--- config.mk ---
export PLATFORM = sky130hd
export DESIGN_NAME = alu8_core
export DESIGN_NICKNAME = d
export VERILOG_FILES = /design/src/rtl/alu8_pkg.sv /design/src/rtl/alu8_decode.sv /design/src/rtl/alu8_addsub.sv /design/src/rtl/alu8_mod3.sv /design/src/rtl/alu8_core.sv
export SDC_FILE = /design/constraint.sdc
export NUM_CORES = 1
export LEC_CHECK = 0
export BUFFER_PORTS_ARGS = -buffer_cell sky130_fd_sc_hd__buf_2
export CAP_MARGIN = 20
export CORE_MARGIN = 4
export CORE_UTILIZATION = 37
export DETAILED_ROUTE_END_ITERATION = 8
export PLACE_DENSITY = 0.58
export SKIP_LAST_GASP = 1
export SLEW_MARGIN = 0
export SYNTH_ARGS = -nofsm -noshare
export SYNTH_HDL_FRONTEND = slang
export SYNTH_SLANG_ARGS = --single-unit
--- constraint.sdc ---
create_clock -name vclk -period 6.1
set_input_delay 0.61 -clock vclk [all_inputs]
set_output_delay 0.61 -clock vclk [all_outputs]
set_load 0.05 [all_outputs]
--- src/rtl/alu8_pkg.sv ---
package alu8_pkg;

    localparam int unsigned DATA_W = 8;
    localparam int unsigned FN_W   = 4;

    typedef enum logic [FN_W-1:0] {
        FN_PASS_A = 4'b0000,
        FN_PASS_B = 4'b0001,
        FN_UADD   = 4'b0010,
        FN_USUB   = 4'b0011,
        FN_UMOD   = 4'b0100,
        FN_SADD   = 4'b1010,
        FN_SSUB   = 4'b1011,
        FN_SMOD   = 4'b1100
    } fn_e;

    typedef enum logic [2:0] {
        SEL_ZERO  = 3'd0,
        SEL_A     = 3'd1,
        SEL_B     = 3'd2,
        SEL_ARITH = 3'd3,
        SEL_MOD   = 3'd4
    } sel_e;

    typedef struct packed {
        sel_e sel;
        logic is_signed;
        logic subtract;
    } ctl_t;

    typedef struct packed {
        logic carry;
        logic sign_ovf;
    } add_flags_t;

    // Residue of a 2-bit pair modulo 3
    function automatic logic [1:0] pair_residue(input logic [1:0] p);
        return (p == 2'd3) ? 2'd0 : p;
    endfunction

    // Sum of two residues modulo 3 (inputs in 0..2)
    function automatic logic [1:0] residue_add(input logic [1:0] x, input logic [1:0] y);
        logic [2:0] s;
        s = {1'b0, x} + {1'b0, y};
        return (s >= 3'd3) ? 2'(s - 3'd3) : s[1:0];
    endfunction

    function automatic ctl_t decode_fn(input logic [FN_W-1:0] fn);
        ctl_t c;
        c = '{sel: SEL_ZERO, is_signed: 1'b0, subtract: 1'b0};
        case (fn)
            FN_PASS_A: c.sel = SEL_A;
            FN_PASS_B: c.sel = SEL_B;
            FN_UADD:   c.sel = SEL_ARITH;
            FN_USUB:   begin c.sel = SEL_ARITH; c.subtract = 1'b1; end
            FN_UMOD:   c.sel = SEL_MOD;
            FN_SADD:   begin c.sel = SEL_ARITH; c.is_signed = 1'b1; end
            FN_SSUB:   begin c.sel = SEL_ARITH; c.is_signed = 1'b1; c.subtract = 1'b1; end
            FN_SMOD:   begin c.sel = SEL_MOD; c.is_signed = 1'b1; end
            default:   c.sel = SEL_ZERO;
        endcase
        return c;
    endfunction

endpackage

--- src/rtl/alu8_decode.sv ---
module alu8_decode
    import alu8_pkg::*;
(
    input  logic [FN_W-1:0] fn_code,
    output ctl_t            ctl
);

    always_comb begin
        ctl = decode_fn(fn_code);
    end

endmodule

--- src/rtl/alu8_addsub.sv ---
module alu8_addsub
    import alu8_pkg::*;
#(
    parameter int unsigned W = DATA_W
) (
    input  logic [W-1:0] op_a,
    input  logic [W-1:0] op_b,
    input  logic         subtract,
    input  logic         is_signed,
    output logic [W-1:0] sum,
    output logic         ovf
);

    localparam int unsigned MSB = W - 1;

    logic [W-1:0] b_eff;
    logic [W:0]   full;
    add_flags_t   flags;

    always_comb begin
        b_eff = subtract ? ~op_b : op_b;
        full  = {1'b0, op_a} + {1'b0, b_eff} + {{W{1'b0}}, subtract};
        sum   = full[W-1:0];
        flags.carry    = full[W];
        flags.sign_ovf = (op_a[MSB] == b_eff[MSB]) && (full[MSB] != op_a[MSB]);
        if (is_signed) begin
            ovf = flags.sign_ovf;
        end else begin
            // carry out for add, borrow (no carry) for subtract
            ovf = flags.carry ^ subtract;
        end
    end

endmodule

--- src/rtl/alu8_mod3.sv ---
module alu8_mod3
    import alu8_pkg::*;
#(
    parameter int unsigned W = DATA_W
) (
    input  logic [W-1:0] op_a,
    input  logic         is_signed,
    output logic [1:0]   rem
);

    localparam int unsigned NPAIRS = (W + 1) / 2;
    localparam int unsigned PAD_W  = 2 * NPAIRS;
    // 2^W mod 3 is 1 for even W, 2 for odd W; a set sign bit subtracts it
    localparam logic [1:0]  SIGN_ADJ = ((W % 2) == 0) ? 2'd2 : 2'd1;

    logic [PAD_W-1:0] a_pad;
    logic [1:0]       acc [NPAIRS+1];

    assign a_pad  = PAD_W'(op_a);
    assign acc[0] = 2'd0;

    for (genvar g = 0; g < NPAIRS; g++) begin : g_pair
        assign acc[g+1] = residue_add(acc[g], pair_residue(a_pad[2*g+1 -: 2]));
    end

    always_comb begin
        if (is_signed && op_a[W-1]) begin
            rem = residue_add(acc[NPAIRS], SIGN_ADJ);
        end else begin
            rem = acc[NPAIRS];
        end
    end

endmodule

--- src/rtl/alu8_core.sv ---
module alu8_core
    import alu8_pkg::*;
#(
    parameter int unsigned W = DATA_W
) (
    input  logic [W-1:0]    a_in,
    input  logic [W-1:0]    b_in,
    input  logic [FN_W-1:0] fn_code,
    output logic [W-1:0]    result,
    output logic            negative,
    output logic            overflow
);

    ctl_t         ctl;
    logic [W-1:0] arith_sum;
    logic         arith_ovf;
    logic [1:0]   mod_rem;

    alu8_decode u_decode (
        .fn_code (fn_code),
        .ctl     (ctl)
    );

    alu8_addsub #(.W(W)) u_addsub (
        .op_a      (a_in),
        .op_b      (b_in),
        .subtract  (ctl.subtract),
        .is_signed (ctl.is_signed),
        .sum       (arith_sum),
        .ovf       (arith_ovf)
    );

    alu8_mod3 #(.W(W)) u_mod3 (
        .op_a      (a_in),
        .is_signed (ctl.is_signed),
        .rem       (mod_rem)
    );

    always_comb begin
        result   = '0;
        negative = 1'b0;
        overflow = 1'b0;
        case (ctl.sel)
            SEL_A:     result = a_in;
            SEL_B:     result = b_in;
            SEL_ARITH: begin
                result   = arith_sum;
                overflow = arith_ovf;
                negative = ctl.is_signed & arith_sum[W-1];
            end
            SEL_MOD:   result = W'(mod_rem);
            default:   result = '0;
        endcase
    end

endmodule

==> results of run 1 <==
==> logic make-up after synthesis <==
family	synth area share, %
xor+xnor	9.91
fa+ha+maj	26.3
buf+inv	3.99
compound gates	27.5
simple gates	28.2
mux	4.12
==> where the power goes <==
group / internal [W] / total, W / leakage, nW / switching [W]
Clock: 0 / 0 / 0 / 0
Combinational: 0.000133 / 0.000278 / 0.581 / 0.000145
Sequential: 0 / 0 / 0 / 0
Total: 0.000133 / 0.000278 / 0.581 / 0.000145
==> repair_timing <==
item	CTS	global route
buffers inserted	0	4
endpoints found under the setup margin	2	2
pin swaps	1	1
hold buffers	0	0
gates resized for setup	9	10
==> placed cells by master (no fill, tap or decap), drive strengths merged, types with 5 or more instances in the layout <==
cell type  count
buf           39
ha            14
xnor2         10
o21ai         10
nor2          10
nor2b          8
inv            5
a22oi          5
nor3           5
==> worst paths after layout <==
check / startpoint / end / slack [ns] / depth (start not counted)
setup / recovery: a_in[0] / result[1] / 0.01 / 21
hold / removal: b_in[1] / result[1] / 1.64 / 4
==> final cells by class <==
| class | instances | area, um2 | area share [%] |
|---|---|---|---|
| multi-input cells | 111 | 1010 | 77.2 |
| repair buffers | 39 | 241 | 18.5 |
| well taps | 30 | 37.5 | 2.87 |
| inverters | 5 | 18.8 | 1.44 |
==> layer usage <==
metal	GRT usage, %	part of all wire [%]	vias up
met5	0	0	-
met3	0	5.5	0
met4	0	0	0
met2	26.1	47	29
li1	-	-	523
met1	23.0	47	505
==> metrics by stage <==
step	util, %	TNS, ns	area, um2
floorplan	-	-0.00521	993
global placement	47.9	0	1200
detailed placement	47.9	-0.111	1200
CTS	49.3	-0.00479	1230
global route	52.3	-0.264	1310
finish	52.3	0	1310
==> impl.org, run 1 <==
** Logic synthesis
- When the netlist entered floorplanning its net count stood at approximately 160.
- Synth top area share :: a little under a fifth
- Distinct cell type count after synthesis :: 41
- The Yosys step of the flow raised 0 warnings.
- Netlist Area Pre-Place :: approximately 970 um2
- Sorting the synthesized cells by area gives the leading types as sky130_fd_sc_hd__ha_1, sky130_fd_sc_hd__xnor2_1, sky130_fd_sc_hd__fa_1.
- The largest total area in the synthesized netlist belongs to sky130_fd_sc_hd__ha_1.
- A synthesized cell averages around 8.1 um2.
- Of the synthesized area, sequential elements account for 0%.
- By count the netlist is led by sky130_fd_sc_hd__ha_1, sky130_fd_sc_hd__nor2_1, sky130_fd_sc_hd__o21ai_0, sky130_fd_sc_hd__xnor2_1, sky130_fd_sc_hd__nor2b_1.
- In the post-synthesis netlist, the cell with the most instances is sky130_fd_sc_hd__ha_1.
- Number of instances in the synthesized netlist :: between 100 and 150

** Drt
- Number of vias in the routed layout :: ~1100
- Total detailed-routing wirelength :: between 2000 and 3000 um
- Detailed-router iteration count before antenna repair :: 4
- Number of design rule violations left after detail routing :: 0
- Detailed router's first-iteration violation count :: 27
- In the routed layout, each cell is associated on average with a via count of between 5 and 6.
- Remaining antenna violation count after routing :: 0
- DR WL/cell :: ~14 um

** Global routing
- Wire length of the first global-routing pass :: 4340 um
- The number of antenna violations at the first check in global routing came to 0.
- Global-route congestion overflow total :: 0
- Maximum number of pins on one net before global-route repair :: 17
- Overall fraction of global-route tracks in use :: between 15 and 20%
- The via count of the first global-routing pass was 980.

** Floorplan
- IO Count :: 30
- The floorplan has 18 rows.
- The die covers approximately 0.0035 mm2.
- Vert. Die Dim :: slightly below 60 um
- For this configuration, the core starts out at a cell density of 38.9%.
- Die Width :: between 50 and 60 um
- Core region area :: roughly 0.0025 mm2

** Min path
- The min-delay analysis places its worst path in the category input port to primary output.

** Final layout
- Number of sequential cells :: 0
- Number of antenna repair diodes :: 0
- Number of standard cells in the final layout excluding fillers :: about 190
- Counting the clock-network buffers in the layout gives 0.
- Sequential cell area :: 0 um2
- Compared with the post-synthesis result, the final layout area differs by 34.5%.
- Share of layout cells above drive strength 1 :: about two fifths
- For this run, the post-layout net count is 195.
- Fillers :: 258

** Timing
- The worst path in the final design needs a cycle of 6.09 ns, including I/O delays and setup.
- Final hold slack :: 1.64 ns
- Slew margin rel. :: about a third
- Of the available clock period, the critical path in the final layout requires 99.8%.
- Setup repair after global routing missed its margin :: true
- Setup ws final :: 0.0133 ns
- The max-slew violation count is 0.
- At the pin with the least slew margin, the transition time is 0.975 ns.
- Final hold violation count :: 0
- Count of final setup violators :: 0
- Highest clock rate :: ~160 MHz

** Setup path
- By instance count, the cell type seen most on the critical path is sky130_fd_sc_hd__ha_2.
- At the worst endpoint, the arrival time is 5.48 ns.
- The worst setup path is captured at a primary output.
- CP Buf/Inv Count :: 2
- Kind of cell adding the most delay to the critical path :: adder cells
- Walking the worst path, the cells encountered are buf_6, nor2b_4, ha_4, fa_1, ha_2, or3_4, a21oi_2, ha_2, fa_1, ha_2, or3_4, a21oi_2, ha_2, fa_1, ha_2, or3_4, a21o_1, ha_1, mux2i_1, o21ai_2, buf_6.
- Critical Path Slowest Stage Cell :: sky130_fd_sc_hd__fa_1
- The largest single stage delay on the critical path is roughly 0.46 ns.
- In this run the worst path has a maximum fanout of 2.
- Critical Setup Path Class :: input port to primary output
- Required arrival time at the worst endpoint :: about 5.5 ns
- Launching element type of the critical path :: input port

** Power and ir drop
- Total Power :: around 0.00028 W
- Power per cell area :: ~210 mW/mm2
- Peak supply drop :: 271 uV
- Lkg Pwr :: a little under 0.6 nW

** Job
- The tool flagged a number of max-cap violations equal to 0.

** Place
- Detailed placement ended at an HPWL of ~2100 um.
- Cell Count Post-Placement :: between 150 and 200
- Input and output buffers added on the ports amount to 30.
- Routability-driven placement congestion ratio :: ~0.77
- Worst slack, placed :: -0.0716 ns

** Run status
- Result of the run :: completed
No activity file was read; power rests on OpenSTA's default activity.
==> inputs of run 2 (changes only) <==
--- a/config.mk
+++ b/config.mk
@@ -7,10 +7,12 @@
 export LEC_CHECK = 0
 export BUFFER_PORTS_ARGS = -buffer_cell sky130_fd_sc_hd__buf_2
 export CAP_MARGIN = 20
-export CORE_MARGIN = 4
+export CELL_PAD_IN_SITES_DETAIL_PLACEMENT = 1
+export CELL_PAD_IN_SITES_GLOBAL_PLACEMENT = 1
+export CORE_MARGIN = 1
 export CORE_UTILIZATION = 37
 export DETAILED_ROUTE_END_ITERATION = 8
-export PLACE_DENSITY = 0.58
+export PLACE_DENSITY = 0.77
 export SKIP_LAST_GASP = 1
 export SLEW_MARGIN = 0
 export SYNTH_ARGS = -nofsm -noshare
==> run 2 against run 1 <==
The flow now finishes with violations (setup timing). Critical path depth is the same. Maximum frequency shrank 1.7%. Utilization grew 0.88 points. Combinational power grew 15%. Clock-buffer cell count is the same. Largest power group unchanged.
==> impl.org, run 2 (synthesis gave the netlist of run 1 again) <==
** Global routing
- The overall routing resource usage was 21.6% (+6.3 points).
- Maximum number of pins on one net before global-route repair :: 17 (unchanged)
- Wire length of the first global-routing pass :: 4570 um (+5.2%)
- Global-route congestion overflow total :: 0 (unchanged)
- The number of antenna violations at the first check in global routing came to 0 (unchanged).
- Vias in the first global route :: 1001 (+2.1%)

** Drt
- Via-per-instance ratio :: 5.85 (+2.3%)
- The aggregate routed wire length is 3140 um (+17%).
- Detailed router's first-iteration violation count :: 18 (-33%)
- The number of iterations in the first detailed-routing pass came to 4 (unchanged).
- Remaining antenna violation count after routing :: 0 (unchanged)
- The total via count after detailed routing was 1070 (+1.2%).
- DR WL/cell :: 17.2 um (+19%)
- The count of unresolved DRC violations after routing came to 0 (unchanged).

** Min path
- The worst hold path begins at a_in[1].
- Min-Delay Path Depth :: 4 (unchanged)
- Min-Delay Path Class :: input port to primary output
- The worst hold path terminates at result[1].

** Final layout
- Top library cells by usage in the layout, fill and taps aside :: sky130_fd_sc_hd__buf_2, sky130_fd_sc_hd__xnor2_1, sky130_fd_sc_hd__o21ai_0
- Number of sequential cells :: 0 (unchanged)
- Share of layout cells above drive strength 1 :: 41.8% (+0.54 points)
- The fill cell total of the finished layout was 299 (+16%).
- The clock tree buffer count of the final layout was 0 (unchanged).
- The count of antenna diodes in the layout was 0 (unchanged).
- Area grow syn2layout :: 35.5%
- The multi-input combinational cell area is 0.00102 mm2 (+1.1%).
- The final design area excluding fillers was 0.00132 mm2 (+0.77%).
- The area of all sequential standard cells came to 0 um2 (unchanged).
- The post-layout net count is 193 (-1.0%).
- Most common cell after layout, fill and taps aside :: sky130_fd_sc_hd__buf_2

** Place
- Total of buffers placed on input and output ports :: 30 (unchanged)
- The total half-perimeter wirelength after legalization and detailed placement was 2290 um (+8.5%).
- Routability-driven placement congestion ratio :: 0.750 (-2.6%)
- The placement-stage cell area came to 0.00118 mm2 (-1.9%).

** Setup path
- Launching element type of the critical path :: input port
- The largest incremental delay on the critical path was 0.50 ns (+0.04 ns).
- Critical Setup Path Class :: input port to primary output
- STA classifies the critical path endpoint as a primary output.
- Max Fanout on Critical Path :: 2 (unchanged)
- Worst Path Arrival :: 5.58 ns (+0.10 ns)
- Cell repeated most along the worst path :: sky130_fd_sc_hd__ha_2
- Worst path cell trace :: buf_6, nor2b_4, ha_4, fa_1, ha_2, or3_4, a21oi_2, ha_2, fa_1, ha_2, or3_4, a21oi_2, ha_2, fa_1, ha_2, or3_4, a21o_1, ha_2, mux2i_1, o21ai_2, buf_6
- The number of buffers and inverters on the critical path is 2 (unchanged).
- Grouping stages by cell kind, the critical path spends the most delay in adder cells.
- Required arrival time at the worst endpoint :: 5.49 ns (about the same)
- On the critical path, the stage with the largest delay is an instance of sky130_fd_sc_hd__fa_1.

** Run status
- The flow ran to the end, but the final reports show violations.
- The final reports fail on setup timing.

** Timing
- The setup violation total in the final timing report was 2 (+2).
- Shortest period the worst path allows :: 6.19 ns (+0.103 ns)
- The hold slack came to 1.63 ns (-0.0108 ns).
- Slew of the pin with the lowest slew margin :: 0.926 ns (-0.0489 ns)
- Highest clock rate :: 162 MHz (-1.7%)
- Setup repair after global routing could not meet its margin everywhere.
- The final-layout setup total negative slack is -0.123 ns (-0.123 ns).
- The headroom to the max-slew limit came to 37.7% (+3.3 points).
- The minimum setup slack in the final design is -0.0897 ns (-0.103 ns).
- Final clock period utilization by the worst path :: 101% (+1.7 points)
- The max-slew violation count was 0 (unchanged).
- The final number of hold-violating endpoints came to 0 (unchanged).

** Power and ir drop
- The cell-internal power came to 0.000157 W (+18%).
- Power per cell area :: 242 mW/mm2 (+14%)
- The overall power consumption was 0.000319 W (+15%).
- Sequential group share of total power :: 0% (unchanged)
- Part of the power in the clock network :: 0% (unchanged)
- The share of total power in combinational logic came to 100.0% (about the same).
- The worst IR drop on VDD is 223 uV (-17%).
- Switching share of power :: 50.8% (-1.4 points)
- The reported net switching power came to 0.000162 W (+12%).
- The static leakage power is 0.575 nW (-0.93%).

** Floorplan
- Die Footprint :: 0.00284 mm2 (-19%)
- The number of I/O pins came to 30 (unchanged).
- Die Width :: 53.3 um (-10%)
- Row Count :: 18 (unchanged)
- The die outline height was 53.3 um (-10%).
- The core area came to 0.00248 mm2 (-0.90%).
- Initial standard-cell utilization of the core :: 39.2% (+0.35 points)

** Job
- Max-cap check violation count :: 0 (unchanged)

** CTS
- The cts-stage hold buffer count was 0 (unchanged).
## run 2: cell count changes in the layout (fill, tap and decap cells not counted), sizes merged
cell,before,now
buf,39,37
## run 2: what timing repair did
action / in CTS / in global routing
gates resized for setup: 11 / 15
pin swaps: 4 / 4
setup endpoints to repair: 2 / 2
setup buffers: 3 / 2
## run 2: worst min-delay path: stages
cell and delay, ns:
sky130_fd_sc_hd__buf_6 0.09, sky130_fd_sc_hd__a221oi_1 0.10, sky130_fd_sc_hd__o21ai_2 0.06, sky130_fd_sc_hd__buf_6 0.15
## run 2: metrics by stage
stage	cells	setup slack, ns	utilization (%)
2_1_floorplan	120	-0.00521	-
3_3_place_gp	178	-0.0233	47.5
3_5_place_dp	178	-0.159	47.5
4_1_cts	181	-0.0184	50.1
5_1_grt	183	-0.198	53.2
6_report	183	-0.0897	53.2
## run 2: per-layer routing
metal  GRT usage (%)  wire (um)
met5               0          0
met4               0          0
met3               0         86
met2            42.5       1760
met1            27.1       1300
## run 2: how the worst max path moves through the flow
stage                     startpoint   endpoint  slack (ns)  cells after the start
after floorplan              a_in[2]  result[0]      -0.005                     18
after global placement       a_in[2]  result[1]       -0.02                     21
after detailed placement     a_in[2]  result[1]       -0.16                     21
after CTS                    a_in[2]  result[1]       -0.02                     21
after global routing         a_in[2]  result[1]       -0.20                     21
final                        a_in[2]  result[1]       -0.09                     21
## run 2: area by class of cell
class,count,share of cell area (%)
tap,30,2.85
multi-input combinational,111,77.5
timing repair buffer,37,18.2
inverter,5,1.42
## run 2: power groups by stage
stage                     Combinational, W  Clock, W  Sequential [W]
after floorplan                   0.000186         0               0
after global placement            0.000224         0               0
after global routing              0.000345         0               0
final                             0.000319         0               0
after CTS                         0.000293         0               0
after detailed placement          0.000239         0               0
==> inputs of run 3 (changes only) <==
--- a/config.mk
+++ b/config.mk
@@ -12,9 +12,10 @@
 export CORE_MARGIN = 1
 export CORE_UTILIZATION = 37
 export DETAILED_ROUTE_END_ITERATION = 8
-export PLACE_DENSITY = 0.77
+export PLACE_DENSITY = 0.75
 export SKIP_LAST_GASP = 1
 export SLEW_MARGIN = 0
 export SYNTH_ARGS = -nofsm -noshare
 export SYNTH_HDL_FRONTEND = slang
+export SYNTH_HIERARCHICAL = 1
 export SYNTH_SLANG_ARGS = --single-unit
==> run 3 against run 2 <==
The flow finishes with violations (DRC). Combinational power shrank 2%. Utilization shrank 2.3 points. Synthesized area grew 16%. Via count grew 6.7%. Setup slack gained 0.21 ns. Hold slack gained 0.078 ns. Global-route usage shrank 3.0 points. Largest cell class unchanged. Total power shrank 1.9%. Design area grew 9.3%. Critical path depth grew 3.
==> impl.org, run 3 <==
** Drt
- Via-per-instance ratio :: 5.60 (-4.3%)
- The per-cell routed wire length came to 14.6 um (-15%).
- The number of antenna-violating nets in the routed design was 0 (unchanged).
- Detailed router's first-iteration violation count :: 26 (+8)
- Detailed-router iteration count before antenna repair :: 6 (+2)
- Number of design rule violations left after detail routing :: 4 (+4)
- Number of vias in the routed layout :: 1142 (+6.7%)
- Total detailed-routing wirelength :: 2970 um (-5.3%)

** Logic synthesis
- Netlist Area Pre-Place :: 0.00113 mm2 (+16%)
- Cell types with the largest area share after synthesis :: sky130_fd_sc_hd__ha_1, sky130_fd_sc_hd__xor2_1, sky130_fd_sc_hd__fa_1
- The synthesized netlist cell count is 141 (+18%).
- The area share of the leading cell type in the synthesized netlist is 16.6% (-1.4 points).
- Most used standard cell by instance count after synthesis :: sky130_fd_sc_hd__ha_1
- Distinct cell type count after synthesis :: 39 (-4.9%)
- Of all cell types, the one taking the most synthesized area is sky130_fd_sc_hd__ha_1.
- Commonest cells post-synth :: sky130_fd_sc_hd__ha_1, sky130_fd_sc_hd__a21oi_1, sky130_fd_sc_hd__xor2_1
- Avg Inst Size Synth :: 8.01 um2 (-1.1%)
- Sequential-to-total area share from yosys stat :: 0% (unchanged)
- Syn_nets :: 180 (+14%)
- Yosys synthesis warning count :: 6 (+6)

** Min path
- In this run the most critical hold path is launched from b_in[1].
- Min-Delay Path Class :: input port to primary output
- The worst hold path terminates at result[1].
- Min-Delay Path Depth :: 4 (unchanged)

** Timing
- The max-slew violation count is 0 (unchanged).
- The clock period minus worst slack came to 5.98 ns (-0.206 ns).
- Final clock period utilization by the worst path :: 98.1% (-3.4 points)
- Setup repair after global routing could not meet its margin everywhere.
- Slew of the pin with the lowest slew margin :: 1.04 ns (+0.113 ns)
- Count of final setup violators :: 0 (-2)
- The headroom to the max-slew limit was 30.5% (-7.3 points).
- The top achievable clock speed came to 167 MHz (+3.4%).
- The final number of hold-violating endpoints came to 0 (unchanged).
- The minimum setup slack in the final design is 0.116 ns (+0.206 ns).

** Power and ir drop
- The power density of the placed cells was 217 mW/mm2 (-10%).
- The static leakage power was 0.657 nW (+14%).
- The worst IR drop on VDD came to 193 uV (-14%).

** Setup path
- Required arrival time at the worst endpoint :: 5.49 ns (about the same)
- Worst Path Arrival :: 5.37 ns (-0.21 ns)
- Start point of the critical path :: a_in[0]
- Counting stages on the worst path, the most repeated cell is sky130_fd_sc_hd__ha_2.
- The largest fanout of any net on the critical path is 3 (+1).
- Critical Setup Path Class :: input port to primary output
- STA classifies the critical path startpoint as an input port.
- Crit end category :: primary output
- Delay of the slowest cell on the worst path :: 0.48 ns (-0.02 ns)
- On the critical path, the stage with the largest delay is an instance of sky130_fd_sc_hd__fa_1.
- Worst path cell trace :: buf_6, nor2b_4, ha_4, fa_1, ha_2, nor2_2, nand3b_1, o21ai_1, ha_2, fa_1, ha_2, or3_4, a21oi_4, ha_4, fa_2, buf_6, nor3_4, a21oi_2, ha_1, nand3_1, o21ai_1, nand4bb_1, o211ai_1, buf_4

** Final layout
- The count of placed standard cells in the final layout, fillers left out came to 204 (+11%).
- Most common cell after layout, fill and taps aside :: sky130_fd_sc_hd__buf_2
- Number of sequential cells :: 0 (unchanged)
- Area grow syn2layout :: 27.5%
- Sequential cell area :: 0 um2 (unchanged)
- The fill cell total of the finished layout was 344 (+15%).
- Number of antenna repair diodes :: 0 (unchanged)
- Top library cells by usage in the layout, fill and taps aside :: sky130_fd_sc_hd__buf_2, sky130_fd_sc_hd__a21oi_1, sky130_fd_sc_hd__xor2_1
- Total number of nets in the final design :: 214 (+11%)
- The final design area excluding fillers is 0.00144 mm2 (+9.3%).
- The layout cell share with drive strength beyond 1 came to 32.9% (-8.9 points).
- Clock tree buffer count of the final layout :: 0 (unchanged)

** Run status
- The flow ran to the end, but the final reports show violations.
- Violations in the final reports :: DRC

** Place
- The post-placement setup slack is -0.134 ns (+0.0254 ns).
- Cell Count Post-Placement :: 201 (+13%)
- Final HPWL DP :: 2450 um (+6.8%)
- The placement-stage cell area was 0.00130 mm2 (+10%).
- Total of buffers placed on input and output ports :: 30 (unchanged)
- The weighted congestion reported at the end of routability-driven placement is 0.770 (+2.7%).

** Floorplan
- Initial standard-cell utilization of the core :: 39.9% (+0.70 points)
- Vert. Die Dim :: 57.3 um (+7.5%)
- Die Width :: 57.3 um (+7.5%)
- Core region area :: 0.00283 mm2 (+14%)
- The full die area is 0.00328 mm2 (+16%).
- The number of I/O pins was 30 (unchanged).
- Row Count :: 19 (+1)

** Job
- The number of max-cap violations was 0 (unchanged).

** Global routing
- The global-route wire length before repair came to 4970 um (+8.8%).
- Vias in the first global route :: 1169 (+17%)
- The number of antenna violations at the first check in global routing was 0 (unchanged).
- The pin count of the biggest net entering global routing came to 20 (+3).
- The sum of overflow across all layers after global routing is 0 (unchanged).
- Overall fraction of global-route tracks in use :: 18.5% (-3.0 points)

** CTS
- The cts-stage hold buffer count is 0 (unchanged).
run 3: routing by layer:
metal	part of all wire, %	track usage, %
met1	43	23.3
met2	53	37.0
met3	2.8	0.454
met4	0.67	0
met5	0	0
run 3: report_power, final:
group          leakage, nW  switching, W  internal [W]
combinational        0.657      0.000165      0.000148
sequential               0             0             0
clock                    0             0             0
total                0.657      0.000165      0.000148
run 3: timing repair:
| action | 4_1_cts | 5_1_grt |
|---|---|---|
| buffers inserted | 2 | 1 |
| pin swaps | 12 | 15 |
| resized for setup | 11 | 18 |
| hold endpoints to repair | 0 | 0 |
| endpoints found under the setup margin | 2 | 2 |
run 3: final cells by class:
| class | instances | area (um2) | share of cell area [%] |
|---|---|---|---|
| multi-input combinational | 131 | 1150 | 79.6 |
| inverter | 4 | 15.0 | 1.04 |
| tap | 31 | 38.8 | 2.69 |
| timing repair buffer | 38 | 240 | 16.7 |
run 3: worst max path at each step:
stage | to | slack, ns | cells after the start
finish | result[1] | 0.12 | 24
global route | result[1] | -0.05 | 24
CTS | result[1] | 0.01 | 24
detailed placement | result[1] | -0.13 | 24
global placement | result[1] | 0.03 | 24
floorplan | result[1] | 0.30 | 22
run 3: worst max-delay path, delay by kind of cell:
family | cells | cell delay (ns)
buf+inv | 3 | 0.46
compound gates | 5 | 0.59
simple gates | 7 | 1.14
fa+ha+maj | 9 | 2.56
run 3: kinds of logic (layout without fill, tap and decap cells):
group / count (synthesis) / in the layout / synth area share (%)
simple gates: 51 / 51 / 28.0
compound gates: 37 / 37 / 21.9
fa+ha+maj: 19 / 19 / 23.7
xor+xnor: 15 / 15 / 11.6
buf+inv: 10 / 42 / 6.42
mux: 9 / 9 / 8.31
run 3: through the flow:
step | setup TNS [ns] | util [%] | hold slack, ns | total power [W]
6_report | 0 | 50.9 | 1.70 | 0.000313
2_1_floorplan | 0 | - | 1.54 | 0.000196
5_1_grt | -0.0535 | 50.9 | 1.74 | 0.000343
3_5_place_dp | -0.134 | 45.9 | 1.72 | 0.000259
4_1_cts | 0 | 48.0 | 1.70 | 0.000296
3_3_place_gp | 0 | 45.9 | 1.70 | 0.000242
